`config.mk`:
```
export PLATFORM = sky130hd
export DESIGN_NAME = ext_irq_detect
export DESIGN_NICKNAME = d
export VERILOG_FILES = /design/src/rtl/irq_pkg.sv /design/src/rtl/irq_sync.sv /design/src/rtl/irq_line.sv /design/src/rtl/irq_vec_map.sv /design/src/rtl/ext_irq_detect.sv
export SDC_FILE = /design/constraint.sdc
export NUM_CORES = 1
export LEC_CHECK = 0
export CAP_MARGIN = 25
export CORE_UTILIZATION = 41
export DETAILED_ROUTE_END_ITERATION = 10
export PLACE_DENSITY = 0.76
export SYNTH_ARGS = -nofsm -noshare
export SYNTH_HDL_FRONTEND = slang
export SYNTH_SLANG_ARGS = --single-unit
export TNS_END_PERCENT = 20
```
`constraint.sdc`:
```
create_clock -name clk -period 1.7 [get_ports clk]
set_input_delay 0.34 -clock clk [delete_from_list [all_inputs] [get_ports clk]]
set_output_delay 0.34 -clock clk [all_outputs]
set_load 0.05 [all_outputs]
```
`src/rtl/irq_pkg.sv`:
```
package irq_pkg;
  typedef enum logic [1:0] {
    SENSE_LOW  = 2'b00,
    SENSE_FALL = 2'b01,
    SENSE_RISE = 2'b10,
    SENSE_BOTH = 2'b11
  } sense_e;
endpackage

```
`src/rtl/irq_sync.sv`:
```
// Multi-flop synchronizer for a bank of lines, plus a delayed copy for edge detection.
module irq_sync #(
  parameter int N      = 8,
  parameter int STAGES = 2
) (
  input  logic         clk,
  input  logic         rst,
  input  logic [N-1:0] din,
  output logic [N-1:0] cur,
  output logic [N-1:0] prev
);
  logic [N-1:0] st [STAGES];
  logic [N-1:0] prev_q;

  // idle-high reset keeps lines that are high through reset from producing an edge
  always_ff @(posedge clk) begin
    if (rst) begin
      for (int k = 0; k < STAGES; k++) st[k] <= '1;
      prev_q <= '1;
    end else begin
      st[0] <= din;
      for (int k = 1; k < STAGES; k++) st[k] <= st[k-1];
      prev_q <= st[STAGES-1];
    end
  end

  assign cur  = st[STAGES-1];
  assign prev = prev_q;
endmodule

```
`src/rtl/irq_line.sv`:
```
// One line: sense decoding and the set-dominant status flag.
module irq_line
  import irq_pkg::*;
(
  input  logic   clk,
  input  logic   rst,
  input  sense_e sense,
  input  logic   cur,
  input  logic   prev,
  input  logic   clr,
  output logic   flag
);
  logic hit;
  logic flag_q;

  always_comb begin
    unique case (sense)
      SENSE_LOW:  hit = ~cur;
      SENSE_FALL: hit = prev & ~cur;
      SENSE_RISE: hit = ~prev & cur;
      SENSE_BOTH: hit = prev ^ cur;
      default:    hit = 1'b0;
    endcase
  end

  always_ff @(posedge clk) begin
    if (rst) flag_q <= 1'b0;
    else     flag_q <= hit | (flag_q & ~clr);
  end

  assign flag = flag_q;

  AST_SET_WINS: assert property (@(posedge clk) disable iff (rst) hit |=> flag);
  AST_FLAG_HOLD: assert property (@(posedge clk) disable iff (rst) (flag && !clr) |=> flag);
  AST_CLEAR_EMPTIES: assert property (@(posedge clk) disable iff (rst) (clr && !hit) |=> !flag);
endmodule

```
`src/rtl/irq_vec_map.sv`:
```
// Fixed vector numbers, base plus line index.
module irq_vec_map #(
  parameter int N     = 8,
  parameter int BASE  = 16,
  parameter int VEC_W = 8
) (
  output logic [N*VEC_W-1:0] vec
);
  for (genvar i = 0; i < N; i++) begin : g_vec
    assign vec[i*VEC_W +: VEC_W] = VEC_W'(BASE + i);
  end
endmodule

```
`src/rtl/ext_irq_detect.sv`:
```
module ext_irq_detect
  import irq_pkg::*;
#(
  parameter int NUM_LINES   = 8,
  parameter int SYNC_STAGES = 2,
  parameter int VEC_BASE    = 16,
  parameter int VEC_W       = 8
) (
  input  logic                       clk,
  input  logic                       rst,
  input  logic [NUM_LINES-1:0]       pin_in,
  input  logic                       sense_we,
  input  logic [2*NUM_LINES-1:0]     sense_wdata,
  input  logic                       en_we,
  input  logic [NUM_LINES-1:0]       en_wdata,
  input  logic [NUM_LINES-1:0]       flag_clr,
  output logic [NUM_LINES-1:0]       flag_q,
  output logic [NUM_LINES-1:0]       en_q,
  output logic [NUM_LINES-1:0]       irq_req,
  output logic [NUM_LINES*VEC_W-1:0] irq_vec
);
  localparam int SENSE_W = 2 * NUM_LINES;

  logic [SENSE_W-1:0]   sense_q;
  logic [NUM_LINES-1:0] en_r;
  logic [NUM_LINES-1:0] s_cur, s_prev;

  always_ff @(posedge clk) begin
    if (rst) begin
      sense_q <= '0;
      en_r    <= '0;
    end else begin
      if (sense_we) sense_q <= sense_wdata;
      if (en_we)    en_r    <= en_wdata;
    end
  end

  irq_sync #(.N(NUM_LINES), .STAGES(SYNC_STAGES)) u_sync (
    .clk(clk), .rst(rst), .din(pin_in), .cur(s_cur), .prev(s_prev)
  );

  for (genvar i = 0; i < NUM_LINES; i++) begin : g_line
    irq_line u_line (
      .clk  (clk),
      .rst  (rst),
      .sense(sense_e'(sense_q[2*i +: 2])),
      .cur  (s_cur[i]),
      .prev (s_prev[i]),
      .clr  (flag_clr[i]),
      .flag (flag_q[i])
    );
  end

  irq_vec_map #(.N(NUM_LINES), .BASE(VEC_BASE), .VEC_W(VEC_W)) u_vec (
    .vec(irq_vec)
  );

  assign en_q    = en_r;
  assign irq_req = flag_q & en_r;

  AST_DISABLE_DROPS_REQ: assert property (@(posedge clk) disable iff (rst)
    (en_we && en_wdata == '0) |=> (irq_req == '0));
  AST_ENABLE_LOAD: assert property (@(posedge clk) disable iff (rst)
    en_we |=> (en_q == $past(en_wdata)));
endmodule

```
==> impl_metrics.ini, run 1 <==
[status]
outcome = complete, no violations

[synth]
synth_mux_area_share_pct = 14.82
synth_compound_area_share_pct = 1.412
yosysTopAreaCell = dfxtp_1
seq_area_frac_synth_pct = 39.52
synthTopCellsByArea = dfxtp_1 40%, buf_4 20%, mux2i_1 8.5%
synthCells = 291
synth_top_area_share_pct = 39.52
synth_cell_types = 14
yosys.area_share.adder_pct = 7.058
synth_seq_cells = 56
syn_area_per_cell_um2 = 9.747
synth_simple_gate_area_share_pct = 12.00
ys_warn_count = 0
syn_area_um2 = 2836
synth_top_family_by_area = buffers and inverters
synth_xor_area_share_pct = 0

[worst_setup_path]
crit_fanout = 3
cp-start-kind = register
max_stage_delay_ns = 0.41
r2r-start = u_sync.prev[4]
crit_path_end_kind = output port
timing.reg2reg.setup_slack_ns = 0.32
crit_path_cell_trace = and2_1 > buf_12
worst_path_max_delay_cell = dfxtp_1
crit_type = reg -> out
cp.arrival_ns = 1.05
reg2reg_to = g_line[4].u_line.flag
r2r_cells = 4
critPathRequiredTime_ns = 1.36

[pwr]
cellLeakagePower_nw = 1.636
irDropWorstVdd_mv = 0.3898
p_per_area_nw_per_um2 = 827.5

[cts]
ctsHoldBuffers = 0
clk_pin_slew_ns = 0.10
cts_made_buffers = 5
post_cts_buffers = 0
post_cts_resized = 0
clk_path_buf_depth = 2
ctsHtreeMaxLevel = 2
numClockSinks = 56
cts_root_buf = clkbuf_8
clkLatencyLatePin_ns = 0.30
cts_tree = yes

[global_routing]
grt-ovfl-total = 0
grt_max_degree = 37
antenna_found_initial = 0
gr-usage-all-layers_pct = 12.73
grt_pass1_vias = 1594
grt_pass1_wl_um = 7251

[placed_design]
gp_congestion = 0.7604
dp_hpwl_um = 3589
preCtsSetupSlack_ns = 0.2285
numPortBuffers = 67

[detailed_routing]
drc = 0
first_pass_iters = 4
drtIter0Drc = 38
postRouteAntennaNets = 0
vias_per_cell = 4.145
routed_wl_um = 4528
vias = 1774
avgRoutedWirePerCell_um = 10.58

[hold_path]
hold_path.class = reg -> reg
holdPathEnd = u_sync.st[0][13]
hold_start = u_sync.st[0][5]
hold_depth = 1

[timing]
setup_viol = 0
skew_ns = 0.009061
slew_violations = 0
timing.final.crit_share_pct = 81.69
setup_ws_ns = 0.3113
period_needed_ns = 1.389
fmax_ghz = 0.7201
fin_hold_ws_ns = 0.4153
rsz0062_at_grt = false
setup_tns_ns = 0
slew_headroom_pct = 64.85
worst_slew_pin_slew_ns = 0.5273
hold_viol_final = 0

[final_layout]
final_nets = 411
drive_gt1_share_pct = 19.66
utilization_pct = 52.21
area_growth_syn_to_layout_pct = 19.54
antenna_cells = 0

[floorplanning]
dieArea_um2 = 7255
dieHeight_um = 85.18
start_util_pct = 43.67
die_width_um = 85.18
coreArea_um2 = 6495
num_rows = 29
ios = 132

[flow_run]
drv_cap = 0
[through the flow]
stage               area (um2)  power (W)  std cells
finish                    3391   0.002806        428
global route              3391   0.002945        428
CTS                       3391   0.002838        428
detailed placement        3309   0.002153        421
global placement          3309   0.002140        421
floorplan                 3069   0.002100        353
[synthesized netlist by cell type]
cell type and n:
nor2_1 24, a21oi_1 8, dfxtp_1 56, inv_1 32, or2_2 24, nand2b_1 8, ha_1 16, clkbuf_1 3
conb_1 2, mux4_2 8, and2_1 8, buf_4 74, mux2i_1 24, buf_2 4
[critical path: cells and delay by family, from the launching register on]
family | cells | cell delay [ns]
buffers and inverters | 1 | 0.14
flip-flops | 1 | 0.41
AND/OR/NAND/NOR | 1 | 0.19
[final cells by class]
class,count,area [um2]
inverter,32,120.1
clock buffer,5,68.82
fill,605,3104
clock inverter,2,12.51
sequential,56,1121
timing repair buffer,72,730.7
tap,77,96.34
multi-input combinational,184,1241
[worst max-delay path by stage]
| stage | slack, ns | end | startpoint | depth (start not counted) |
|---|---|---|---|---|
| CTS | 0.29 | irq_req[5] | g_line[5].u_line.flag | 2 |
| global placement | 0.29 | sense_q[1] | sense_we | 4 |
| floorplan | 0.23 | irq_req[0] | en_q[0] | 1 |
| finish | 0.31 | irq_req[5] | g_line[5].u_line.flag | 2 |
| detailed placement | 0.23 | sense_q[13] | sense_we | 4 |
| global route | 0.24 | irq_req[5] | g_line[5].u_line.flag | 2 |
[placed cells by master (no fill, tap or decap)]
| cell type | synthesis | final |
|---|---|---|
| or2_2 | 24 | 24 |
| clkdlybuf4s50_1 | 0 | 42 |
| dfxtp_1 | 56 | 56 |
| clkbuf_8 | 0 | 5 |
| buf_2 | 4 | 1 |
| nor2_1 | 24 | 24 |
| buf_12 | 0 | 7 |
| mux4_2 | 8 | 8 |
| conb_1 | 2 | 64 |
| clkinv_2 | 0 | 1 |
| nand2b_1 | 8 | 8 |
| mux2i_1 | 24 | 24 |
| clkinvlp_4 | 0 | 1 |
| and2_1 | 8 | 8 |
| a21oi_1 | 8 | 8 |
| buf_4 | 74 | 22 |
| inv_1 | 32 | 32 |
| ha_1 | 16 | 16 |
[where the power goes]
| group | leakage [nW] | switching (W) | internal, W |
|---|---|---|---|
| logic | 1.13 | 0.000487 | 0.000212 |
| registers | 0.462 | 0.0000435 | 0.00138 |
| clock network | 0.0400 | 0.000406 | 0.000280 |
[layer usage]
metal	wire length, um	track usage (%)
met1	1924	15.14
met2	2137	21.70
met3	425	4.767
met4	41	3.236
met5	0	0
[state kept, by name, summed over array words and instances (netlist names)]
signal / flops
sense_q: 16
u_sync.prev: 8
en_q: 8
g_line.u_line.flag: 8
u_sync.st: 16
[logic make-up (layout without fill, tap and decap cells)]
logic type | Yosys count | count (layout)
other cells | 2 | 64
fa+ha+maj | 16 | 16
simple gates | 64 | 64
mux | 32 | 32
buf+inv | 113 | 111
flops | 56 | 56
compound gates | 8 | 8
No activity file was read; power rests on OpenSTA's default activity.
==> run 2: changes to the inputs <==
CORE_UTILIZATION = 37   (was 41)
PLACE_DENSITY = 0.72   (was 0.76)
clock period = 1.1 ns   (was 1.7 ns; I/O delays follow)
==> run 2 against run 1 <==
The run now ends with negative setup slack left. Non-clock buffer count rose by 11. Die area rose by 11%. Worst hold slack got worse by 0.12 ns. Via count rose by 2.9%. Largest power group unchanged. Setup slack got worse by 0.47 ns.
==> impl_metrics.ini, run 2 (synthesis results as in run 1) <==
[floorplanning]
start_util_pct = 38.69
die_width_um = 89.56
dieArea_um2 = 8020
coreArea_um2 = 7331
dieHeight_um = 89.56
num_rows = 31
ios = 132

[detailed_routing]
vias = 1826
drc = 0
postRouteAntennaNets = 0
routed_wl_um = 4790
vias_per_cell = 3.952
drtIter0Drc = 29
avgRoutedWirePerCell_um = 10.37
first_pass_iters = 4

[timing]
hold_viol_final = 0
rsz0062_at_grt = true
setup_tns_ns = -1.941
skew_ns = 0.003028
fmax_ghz = 0.7919
fin_hold_ws_ns = 0.2950
setup_ws_ns = -0.1627
period_needed_ns = 1.263
timing.final.crit_share_pct = 114.8
setup_viol = 22
slew_violations = 0

[global_routing]
grt_pass1_wl_um = 7389
gr-usage-all-layers_pct = 12.36
grt_max_degree = 43
grt-ovfl-total = 0
antenna_found_initial = 0
grt_pass1_vias = 1659

[worst_setup_path]
crit_path_end_kind = register
cp-start-kind = register
max_stage_delay_ns = 0.47
crit_path_cell_trace = ha_4 > mux4_2 > a21oi_2
path_delay_family = multiplexers
critPathRequiredTime_ns = 1.35
crit_fanout = 4
cp.arrival_ns = 1.51
crit_type = reg -> reg
worst_path_max_delay_cell = mux4_2
crit_buf_inv = 0

[final_layout]
drive_gt1_share_pct = 39.67
top_regs = sense_q: 16 flops, u_sync.st: 16 flops
final_area_um2 = 4016
nFillCells = 643
instances_no_fill = 462
seqCellArea_um2 = 1180
final_cell_mix = 64 x conb_1, 42 x clkdlybuf4s50_1, 29 x dfxtp_1
layout_commonest_cell = conb_1
antenna_cells = 0
area_growth_syn_to_layout_pct = 41.60
final_nets = 422
multi_input_area_um2 = 1415

[cts]
clk_pin_slew_ns = 0.09
ctsHoldBuffers = 0
cts_tree = yes
clkLatencyLatePin_ns = 0.30
cts_made_buffers = 5
cts_root_buf = clkbuf_8
numClockSinks = 56
clk_path_buf_depth = 2
ctsHtreeMaxLevel = 2

[pwr]
cellLeakagePower_nw = 1.761
p_per_area_nw_per_um2 = 1182
irDropWorstVdd_mv = 0.5378

[placed_design]
place_area_um2 = 3656
gp_congestion = 0.7110
dp_hpwl_um = 3538
numPortBuffers = 67
dpl.cell_count = 449

[flow_run]
drv_cap = 0

[status]
failed_checks = negative setup slack
outcome = finished with violations

[hold_path]
hold_path.class = in -> reg
-- run 2: cell count changes in the layout (fill, tap and decap cells not counted), sizes merged --
cell      delta
buf         +11
clkbuf       +1
clkinvlp     -1
bufinv       +1
-- run 2: routing by layer --
layer	global-route usage, %	share of wire [%]	wire length, um	up-vias
li1	-	-	-	909
met1	13.84	40	1936	846
met2	21.42	52	2471	65
met3	4.432	6.7	320	6
met4	4.762	1.3	61	0
met5	0	0	0	-
-- run 2: power by group --
| part | total (W) | switching, W | internal [W] |
|---|---|---|---|
| clock | 0.00130 | 0.000624 | 0.000676 |
| sequential | 0.00221 | 0.0000830 | 0.00212 |
| combinational | 0.00124 | 0.000785 | 0.000455 |
-- run 2: stage by stage --
| stage | total power (W) | util [%] | setup WS [ns] |
|---|---|---|---|
| final | 0.004746 | 54.79 | -0.1627 |
| after global routing | 0.004975 | 54.79 | -0.2100 |
| after CTS | 0.004805 | 53.88 | -0.1893 |
| after detailed placement | 0.003456 | 49.87 | -0.2216 |
| after global placement | 0.003434 | 49.87 | -0.1706 |
| after floorplan | 0.003249 | - | -0.1436 |
-- run 2: worst paths after layout --
| kind | startpoint | end | slack, ns | cells past startpoint |
|---|---|---|---|---|
| worst max register to register | u_sync.st[0][15] | g_line[7].u_line.flag | -0.16 | 3 |
| worst min-delay path | rst | g_line[6].u_line.flag | 0.30 | 3 |
| worst max-delay path | u_sync.st[0][15] | g_line[7].u_line.flag | -0.16 | 3 |
| worst min register to register | u_sync.st[0][5] | u_sync.st[0][13] | 0.41 | 1 |
-- run 2: cell type report --
class	count	share of cell area, %
inverters	32	3.053
flip-flops and latches	56	29.38
clock inverters	2	0.8723
clock buffers	6	1.807
multi-input cells	184	35.23
well taps	99	3.084
repair buffers	83	26.57
-- run 2: what timing repair did --
action                     in CTS  in global routing
buffers inserted                5                  0
setup endpoints to repair      25                 23
pin swaps                      11                  8
gates resized for setup        44                 22
-- run 2: worst min-delay path, delay by kind of cell --
kind	cells	cell delay, ns
AOI/OAI and AO/OA	1	0.04
buffers and inverters	2	0.29
